[src/rtl/ladder_pkg.sv]
package ladder_pkg;
  typedef enum logic [2:0] {
    ST_IDLE,
    ST_SWAP_PRE,
    ST_REQ,
    ST_WAIT,
    ST_SWAP_POST
  } ladder_st_e;
endpackage

[src/rtl/ladder_cswap.sv]
module ladder_cswap #(
  parameter int W = 16
) (
  input  logic         sel_i,
  input  logic [W-1:0] a_i,
  input  logic [W-1:0] b_i,
  output logic [W-1:0] a_o,
  output logic [W-1:0] b_o
);
  logic [W-1:0] mask;
  logic [W-1:0] diff;

  // masked xor exchange, no select driven by the key
  assign mask = {W{sel_i}};
  assign diff = (a_i ^ b_i) & mask;
  assign a_o  = a_i ^ diff;
  assign b_o  = b_i ^ diff;
endmodule

[src/rtl/ladder_keyreg.sv]
module ladder_keyreg #(
  parameter int NK = 256
) (
  input  logic          clk_i,
  input  logic          rst_ni,
  input  logic          load_i,
  input  logic          shift_i,
  input  logic [NK-1:0] key_i,
  output logic          bit_o
);
  logic [NK-1:0] key_q;

  always_ff @(posedge clk_i or negedge rst_ni) begin
    if (!rst_ni)      key_q <= '0;
    else if (load_i)  key_q <= key_i;
    else if (shift_i) key_q <= {key_q[NK-2:0], 1'b0};
  end

  assign bit_o = key_q[NK-1];
endmodule

[src/rtl/ladder_stepcnt.sv]
module ladder_stepcnt #(
  parameter int NK = 256
) (
  input  logic clk_i,
  input  logic rst_ni,
  input  logic clr_i,
  input  logic inc_i,
  output logic last_o
);
  localparam int CW = (NK > 1) ? $clog2(NK) : 1;

  logic [CW-1:0] cnt_q;

  always_ff @(posedge clk_i or negedge rst_ni) begin
    if (!rst_ni)    cnt_q <= '0;
    else if (clr_i) cnt_q <= '0;
    else if (inc_i) cnt_q <= cnt_q + CW'(1);
  end

  assign last_o = (cnt_q == CW'(NK - 1));
endmodule

[src/rtl/ladder_seq.sv]
module ladder_seq
  import ladder_pkg::*;
#(
  parameter int           NK      = 256,
  parameter int           W       = 16,
  parameter logic [W-1:0] V1_INIT = '0
) (
  input  logic          clk_i,
  input  logic          rst_ni,
  input  logic          start_i,
  input  logic [NK-1:0] scalar_i,
  input  logic [W-1:0]  base_i,
  output logic          req_valid_o,
  input  logic          req_ready_i,
  output logic [W-1:0]  req_v1_o,
  output logic [W-1:0]  req_v2_o,
  output logic [W-1:0]  req_p_o,
  input  logic          rsp_valid_i,
  input  logic [W-1:0]  rsp_v1_i,
  input  logic [W-1:0]  rsp_v2_i,
  output logic          busy_o,
  output logic          done_o,
  output logic [W-1:0]  v1_o,
  output logic [W-1:0]  v2_o
);
  ladder_st_e   state_q;
  logic [W-1:0] v1_q, v2_q, p_q;
  logic [W-1:0] sw_v1, sw_v2;
  logic         done_q;
  logic         key_bit;
  logic         last_step;
  logic         load;
  logic         step_end;

  assign load     = (state_q == ST_IDLE) && start_i;
  assign step_end = (state_q == ST_SWAP_POST);

  ladder_keyreg #(.NK(NK)) u_key (
    .clk_i   (clk_i),
    .rst_ni  (rst_ni),
    .load_i  (load),
    .shift_i (step_end),
    .key_i   (scalar_i),
    .bit_o   (key_bit)
  );

  ladder_stepcnt #(.NK(NK)) u_cnt (
    .clk_i  (clk_i),
    .rst_ni (rst_ni),
    .clr_i  (load),
    .inc_i  (step_end),
    .last_o (last_step)
  );

  ladder_cswap #(.W(W)) u_swap (
    .sel_i (key_bit),
    .a_i   (v1_q),
    .b_i   (v2_q),
    .a_o   (sw_v1),
    .b_o   (sw_v2)
  );

  always_ff @(posedge clk_i or negedge rst_ni) begin
    if (!rst_ni) begin
      state_q <= ST_IDLE;
      v1_q    <= '0;
      v2_q    <= '0;
      p_q     <= '0;
      done_q  <= 1'b0;
    end else begin
      done_q <= 1'b0;
      unique case (state_q)
        ST_IDLE: begin
          if (start_i) begin
            v1_q    <= V1_INIT;
            v2_q    <= base_i;
            p_q     <= base_i;
            state_q <= ST_SWAP_PRE;
          end
        end
        ST_SWAP_PRE: begin
          v1_q    <= sw_v1;
          v2_q    <= sw_v2;
          state_q <= ST_REQ;
        end
        ST_REQ: begin
          if (req_ready_i) state_q <= ST_WAIT;
        end
        ST_WAIT: begin
          if (rsp_valid_i) begin
            v1_q    <= rsp_v1_i;
            v2_q    <= rsp_v2_i;
            state_q <= ST_SWAP_POST;
          end
        end
        ST_SWAP_POST: begin
          v1_q <= sw_v1;
          v2_q <= sw_v2;
          if (last_step) begin
            state_q <= ST_IDLE;
            done_q  <= 1'b1;
          end else begin
            state_q <= ST_SWAP_PRE;
          end
        end
        default: state_q <= ST_IDLE;
      endcase
    end
  end

  assign req_valid_o = (state_q == ST_REQ);
  assign req_v1_o    = v1_q;
  assign req_v2_o    = v2_q;
  assign req_p_o     = p_q;
  assign busy_o      = (state_q != ST_IDLE);
  assign done_o      = done_q;
  assign v1_o        = v1_q;
  assign v2_o        = v2_q;
endmodule

[config.mk]
export PLATFORM = sky130hd
export DESIGN_NAME = ladder_seq
export DESIGN_NICKNAME = d
export VERILOG_FILES = /design/src/rtl/ladder_pkg.sv /design/src/rtl/ladder_cswap.sv /design/src/rtl/ladder_keyreg.sv /design/src/rtl/ladder_stepcnt.sv /design/src/rtl/ladder_seq.sv
export SDC_FILE = /design/constraint.sdc
export NUM_CORES = 1
export LEC_CHECK = 0
export BUFFER_PORTS_ARGS = -buffer_cell sky130_fd_sc_hd__buf_4
export CAP_MARGIN = 25
export CELL_PAD_IN_SITES_DETAIL_PLACEMENT = 1
export CELL_PAD_IN_SITES_GLOBAL_PLACEMENT = 1
export CORE_MARGIN = 5
export CORE_UTILIZATION = 37
export DETAILED_ROUTE_END_ITERATION = 16
export GPL_ROUTABILITY_DRIVEN = 0
export GPL_TIMING_DRIVEN = 0
export PLACE_DENSITY = 0.86
export RECOVER_POWER = 25
export SLEW_MARGIN = 20
export SYNTH_ARGS = -nofsm -noshare
export SYNTH_HDL_FRONTEND = slang
export SYNTH_HIERARCHICAL = 1
export SYNTH_SLANG_ARGS = --single-unit
[constraint.sdc]
create_clock -name clk_i -period 2.05 [get_ports clk_i]
set_clock_uncertainty 0.05 [all_clocks]
set_input_delay 0.41 -clock clk_i [delete_from_list [all_inputs] [get_ports clk_i]]
set_output_delay 0.41 -clock clk_i [all_outputs]
set_load 0.02 [all_outputs]
==> flow_metrics.py, run 1 <==
metrics = {
    "run_status": {
        "status": "finished clean",
    },
    "sta": {
        "final_hold_viol_count": 0,
        "period_needed_ns": 2.03,
        "period_share_pct": 99.3,
        "relSlewSlack_pct": 63.0,
        "tightest_slew_ns": 0.555,
        "setup_violations": 0,
        "rsz0062_at_grt": "yes",
        "slew_viol_final": 0,
        "fin_ws_ns": 0.0152,
        "fmaxAchievable_mhz": 491,
    },
    "worst_setup_path": {
        "worst_ep_required_time_ns": 1.59,
        "r2r_setup_slack_ns": 0.08,
        "cp_max_fo": 5,
        "path_class": "reg2out",
        "worstReg2RegEnd": "u_key/key_q[140]",
        "cp.arrival_ns": 1.57,
        "reg2reg_from": "state_q[1]",
        "start_kind": "flop",
        "cp-end-kind": "output pin",
        "r2r_cells": 7,
    },
    "grt": {
        "first_global_vias": 15000,
        "grt_pass1_wl_microns": 82100,
        "overflow": 0,
        "antenna_found_initial": 4,
        "grt_max_degree": 103,
        "grt.total_usage_pct": 21.6,
    },
    "synthesis": {
        "netlist_instances": 1491,
        "ys.warnings.count": 6,
        "synth-edff-count": 0,
        "syn_area_sq_mm": 0.0157,
        "synthArstFlopShare_pct": 100,
        "synth_nets": 1801,
        "yosysSeqAreaShare_pct": 50.3,
        "ys_ff_latch": 316,
        "avgSynthCellArea_sq_um": 10.5,
        "synth_flop_cell": "dfrtp_1",
        "synthDistinctLibCells": 42,
    },
    "drt": {
        "viasPerCell": 5.22,
        "wire_per_inst_microns": 20.8,
        "drt_iter0_markers": 699,
        "finalWirelength_microns": 52000,
        "ant_nets": 0,
        "drcViolationCount": 0,
        "dr.pass1.iters": 4,
        "via_count": 13000,
    },
    "min_path": {
        "worstHoldStart": "scalar_i[101]",
        "whs_path_depth": 3,
        "hold_path.class": "in2reg",
        "min_to": "u_key/key_q[101]",
    },
    "clock_tree": {
        "clock-sinks": 316,
        "clk_latency_ns": 0.54,
        "cts.reportedPaths.clkPinSlew_ns": 0.06,
        "htree_levels": 2,
        "cts-root-buf": "clkbuf_16",
        "tritoncts": "done",
        "cts.path.max_buffers": 3,
        "numCtsBuffers": 37,
    },
    "floorplan": {
        "chipWidth_microns": 216,
        "dieArea_sq_mm": 0.0467,
        "start_util_pct": 37.4,
        "rows": 75,
        "die_h_microns": 216,
        "io_pins": 392,
        "coreArea_sq_mm": 0.0420,
    },
    "layout": {
        "final_common_cell": "buf_4",
        "final_area_sq_mm": 0.0212,
        "final_cell_mix": "451 x buf_4, 315 x dfrtp_1, 292 x nand2_1",
        "fill_cells": 4666,
        "final_util_pct": 50.4,
        "area_delta_synth_final_pct": 34.6,
        "drive_gt1_share_pct": 33.5,
        "layout.nets": 2241,
    },
    "placed_design": {
        "pre_cts_ws_ns": -0.649,
        "port_buffers": 391,
        "place_hpwl_microns": 38500,
        "post_dp_cell_area_sq_mm": 0.0194,
    },
    "pwr": {
        "max-vdd-ir-drop_mv": 1.12,
        "powerDensity_mw_per_mm2": 1500,
        "p_leak_nw": 9.11,
    },
    "run": {
        "max_cap_violations": 0,
    },
}
-- worst max-delay path, stage by stage, from the launching register on --
cell     delay [ns]
dfrtp_2        0.46
or3_4          0.43
buf_6          0.15
-- cells by family after synthesis --
logic type	synth area share (%)
AO/OA/AOI/OAI	11.9
multiplexers	20.4
flip-flops	50.3
buffers and inverters	7.30
XOR/XNOR	0.430
AND/OR/NAND/NOR	9.59
adder cells (fa/ha/maj)	0.0795
-- registers in the layout, summed over array words and instances (netlist names) --
| signal | cells |
|---|---|
| state_q | 3 |
| req_v1_o | 16 |
| req_v2_o | 16 |
| req_p_o | 16 |
| u_key/key_q | 256 |
| u_cnt/cnt_q | 8 |
| done_o | 1 |
-- how the worst max path moves through the flow --
stage	to	depth (start not counted)	start	slack (ns)
2_1_floorplan	u_key/key_q[100]	8	state_q[0]	-0.05
3_3_place_gp	u_key/key_q[239]	1	rst_ni	-2.29
3_5_place_dp	u_key/key_q[47]	8	state_q[0]	-0.65
4_1_cts	req_valid_o	4	state_q[1]	-0.04
5_1_grt	busy_o	2	state_q[1]	-0.03
6_report	busy_o	2	state_q[1]	0.02
-- stage by stage --
stage	cells	power, W	hold WS, ns	setup TNS [ns]
after floorplan	1491	0.0193	0.0644	-10.20
after global placement	2421	0.0231	0.423	-844.61
after detailed placement	2424	0.0241	0.341	-144.84
after CTS	2491	0.0318	0.00237	-0.0822
after global routing	2496	0.0337	0.0235	-0.0412
final	2496	0.0317	0.0451	0
-- Yosys cell counts (16+ instances only) --
| cell | instances | area (sq um) |
|---|---|---|
| a21oi_1 | 19 | 95.1 |
| o221ai_1 | 16 | 140 |
| mux2i_1 | 256 | 2560 |
| buf_4 | 40 | 300 |
| dfrtp_1 | 316 | 7910 |
| clkbuf_1 | 33 | 124 |
| or3_1 | 19 | 119 |
| o21ai_1 | 249 | 1250 |
| buf_2 | 36 | 180 |
| mux2_4 | 30 | 450 |
| buf_8 | 25 | 375 |
| o21ai_0 | 45 | 225 |
| nor2_1 | 39 | 146 |
| a22oi_1 | 16 | 120 |
| nand2_1 | 292 | 1100 |
-- metal layers --
layer	global-route usage, %	share of wire (%)	wire [microns]	up-vias
met5	0	0.075	39	-
met3	5.33	5.7	2970	113
met2	39.0	52	26800	369
li1	-	-	-	6018
met1	25.1	39	20500	6517
met4	7.74	3.2	1660	6
-- final cells by class --
| class | count | area (sq um) | area share, % |
|---|---|---|---|
| diodes | 1 | 2.50 | 0.0118 |
| plain buffers | 143 | 1460 | 6.87 |
| clock buffers | 51 | 1050 | 4.95 |
| clock inverters | 13 | 218 | 1.03 |
| inverters | 3 | 16.3 | 0.0768 |
| multi-input cells | 1026 | 6710 | 31.7 |
| flip-flops and latches | 316 | 7910 | 37.3 |
| well taps | 539 | 674 | 3.18 |
| repair buffers | 404 | 3140 | 14.8 |
-- where the power goes --
group	internal, W	switching [W]
Sequential	0.00929	0.00216
Combinational	0.00634	0.00695
Clock	0.00432	0.00262
Total	0.0199	0.0117
-- repair_timing --
item,4_1_cts,5_1_grt
gates resized for setup,118,31
buffers inserted,3,5
cloned,0,1
endpoints found under the hold margin,59,0
setup endpoints to repair,265,256
hold buffers,1,0
pin swaps,2,1
(Power assumes the default switching activity.)
==> inputs of run 2 (changes only) <==
Settings changed: BUFFER_PORTS_ARGS -buffer_cell sky130_fd_sc_hd__buf_4 to not set, CORE_UTILIZATION 37 to 44, DONT_BUFFER_PORTS set to 1.
==> flow_metrics.py, run 2 (synthesized netlist as in run 1, its figures left out) <==
metrics = {
    "pwr": {
        "cellInternalPower_w": 0.0196,
        "swShare_pct": 41.2,
        "power.switching_w": 0.0137,
        "sequentialPowerShare_pct": 38.5,
        "max-vdd-ir-drop_mv": 1.13,
        "p_leak_nw": 8.65,
        "powerDensity_mw_per_mm2": 1530,
        "power.share.clock_pct": 20.2,
        "total_power_w": 0.0333,
        "combPwrFrac_pct": 41.3,
    },
    "worst_setup_path": {
        "start_kind": "flop",
        "cp_max_fo": 19,
        "path_class": "reg2reg",
        "cp-end-kind": "flop",
        "cp.arrival_ns": 2.50,
        "worst_ep_required_time_ns": 2.37,
    },
    "run_status": {
        "status": "finished with violations",
        "failed_checks": "negative hold slack, negative setup slack",
    },
    "sta": {
        "tightest_slew_ns": 0.623,
        "period_share_pct": 106,
        "setup_violations": 21,
        "period_needed_ns": 2.18,
        "relSlewSlack_pct": 58.5,
        "fin_hold_ws_ns": -0.479,
        "final_hold_viol_count": 317,
        "fmaxAchievable_mhz": 460,
        "rsz0062_at_grt": "yes",
        "slew_viol_final": 0,
        "fin_ws_ns": -0.126,
    },
    "drt": {
        "drt_iter0_markers": 867,
        "ant_nets": 0,
        "drcViolationCount": 0,
        "viasPerCell": 6.02,
        "wire_per_inst_microns": 28.9,
        "finalWirelength_microns": 67100,
        "dr.pass1.iters": 5,
        "via_count": 14000,
    },
    "floorplan": {
        "dieArea_sq_mm": 0.0396,
        "die_h_microns": 199,
        "start_util_pct": 44.4,
        "chipWidth_microns": 199,
        "coreArea_sq_mm": 0.0354,
        "rows": 69,
        "io_pins": 392,
    },
    "grt": {
        "grt_max_degree": 317,
        "first_global_vias": 15600,
        "grt_pass1_wl_microns": 92600,
        "grt.total_usage_pct": 29.9,
        "antenna_found_initial": 21,
        "overflow": 0,
    },
    "layout": {
        "area_delta_synth_final_pct": 38.8,
        "final_common_cell": "dfrtp_1",
        "max_flop_register": "u_key/key_q",
        "final_util_pct": 61.7,
        "drive_gt1_share_pct": 21.2,
        "largest_reg_flops": 256,
        "final_cell_mix": "315 x dfrtp_1, 264 x nand2_1, 258 x dlygate4sd3_1",
        "layout.nets": 2127,
    },
    "placed_design": {
        "place_hpwl_microns": 33000,
        "pre_cts_ws_ns": -0.744,
        "port_buffers": 0,
    },
    "clock_tree": {
        "cts-root-buf": "clkbuf_16",
        "clock-sinks": 316,
        "clk_latency_ns": 0.53,
        "tritoncts": "done",
        "cts.path.max_buffers": 3,
        "htree_levels": 2,
        "numCtsBuffers": 37,
        "cts.reportedPaths.clkPinSlew_ns": 0.07,
    },
    "min_path": {
        "hold_path.class": "in2async",
    },
    "run": {
        "max_cap_violations": 0,
    },
}
run 2: cell types whose count changed in the layout (fill, tap and decap cells not counted), sizes merged:
cell         delta
buf           -373
bufinv          -4
clkbuf          +8
clkinv          -2
clkinvlp        -1
diode          +22
dlygate4sd3   +257
inv             +1
run 2: worst paths after layout:
path,startpoint,slack (ns),endpoint,depth (start not counted)
max,state_q[0],-0.13,u_key/key_q[68],9
min,rst_ni,-0.48,u_key/key_q[101],0
max reg2reg,state_q[0],-0.13,u_key/key_q[68],9
min reg2reg,u_key/key_q[217],0.50,u_key/key_q[217],2
max in group asynchronous,rst_ni,1.88,req_p_o[4],0
min in group clk_i,scalar_i[95],-0.01,u_key/key_q[95],2
run 2: routing by layer:
metal  vias up  global-route usage (%)  wire length [microns]
met5         -                       0                     40
met4         6                    14.5                   4010
met3       288                    7.18                   4890
met2       788                    53.7                  34800
met1      7079                    33.3                  23400
li1       5847                       -                      -
run 2: power groups by stage:
| stage | Combinational [W] | Clock (W) | Sequential, W |
|---|---|---|---|
| 2_1_floorplan | 0.00800 | 0 | 0.0113 |
| 6_report | 0.0138 | 0.00674 | 0.0128 |
| 3_5_place_dp | 0.00993 | 0 | 0.0121 |
| 5_1_grt | 0.0146 | 0.00710 | 0.0130 |
| 4_1_cts | 0.0113 | 0.00672 | 0.0121 |
| 3_3_place_gp | 0.00937 | 0 | 0.0119 |
run 2: final cells by class:
class | count | area [sq um]
flip-flops and latches | 316 | 7910
diodes | 23 | 57.6
repair buffers | 288 | 3060
plain buffers | 145 | 1770
clock buffers | 57 | 1110
well taps | 461 | 577
clock inverters | 7 | 92.6
fillers | 3574 | 13600
multi-input cells | 1026 | 7240
inverters | 3 | 13.8
run 2: worst max-delay path, cell delays in order, from the launching register on:
cell and delay (ns):
dfrtp_1 0.38, buf_6 0.13, buf_8 0.16, nor2_4 0.11
and2_4 0.18, buf_12 0.15, buf_16 0.15, buf_8 0.17
mux2i_1 0.35, o21ai_1 0.18
run 2: per-stage QoR:
step | instances | hold WS, ns | setup TNS (ns) | area [sq um]
final | 2326 | -0.479 | -0.720 | 21800
after global routing | 2321 | -0.496 | -5.55 | 21800
after detailed placement | 1952 | 0.0735 | -163.92 | 16300
after floorplan | 1491 | 0.0644 | -10.20 | 15700
after global placement | 1952 | 0.0718 | -155.08 | 16300
after CTS | 2280 | -0.482 | 0 | 20700
run 2: what timing repair did:
item                                   in CTS  in global routing
setup endpoints to repair                 265                240
pin swaps                                   3                  4
cloned                                      5                  8
buffers inserted                            5                 12
hold buffers                              255                  3
gates resized for setup                   149                197
endpoints found under the hold margin     572                319
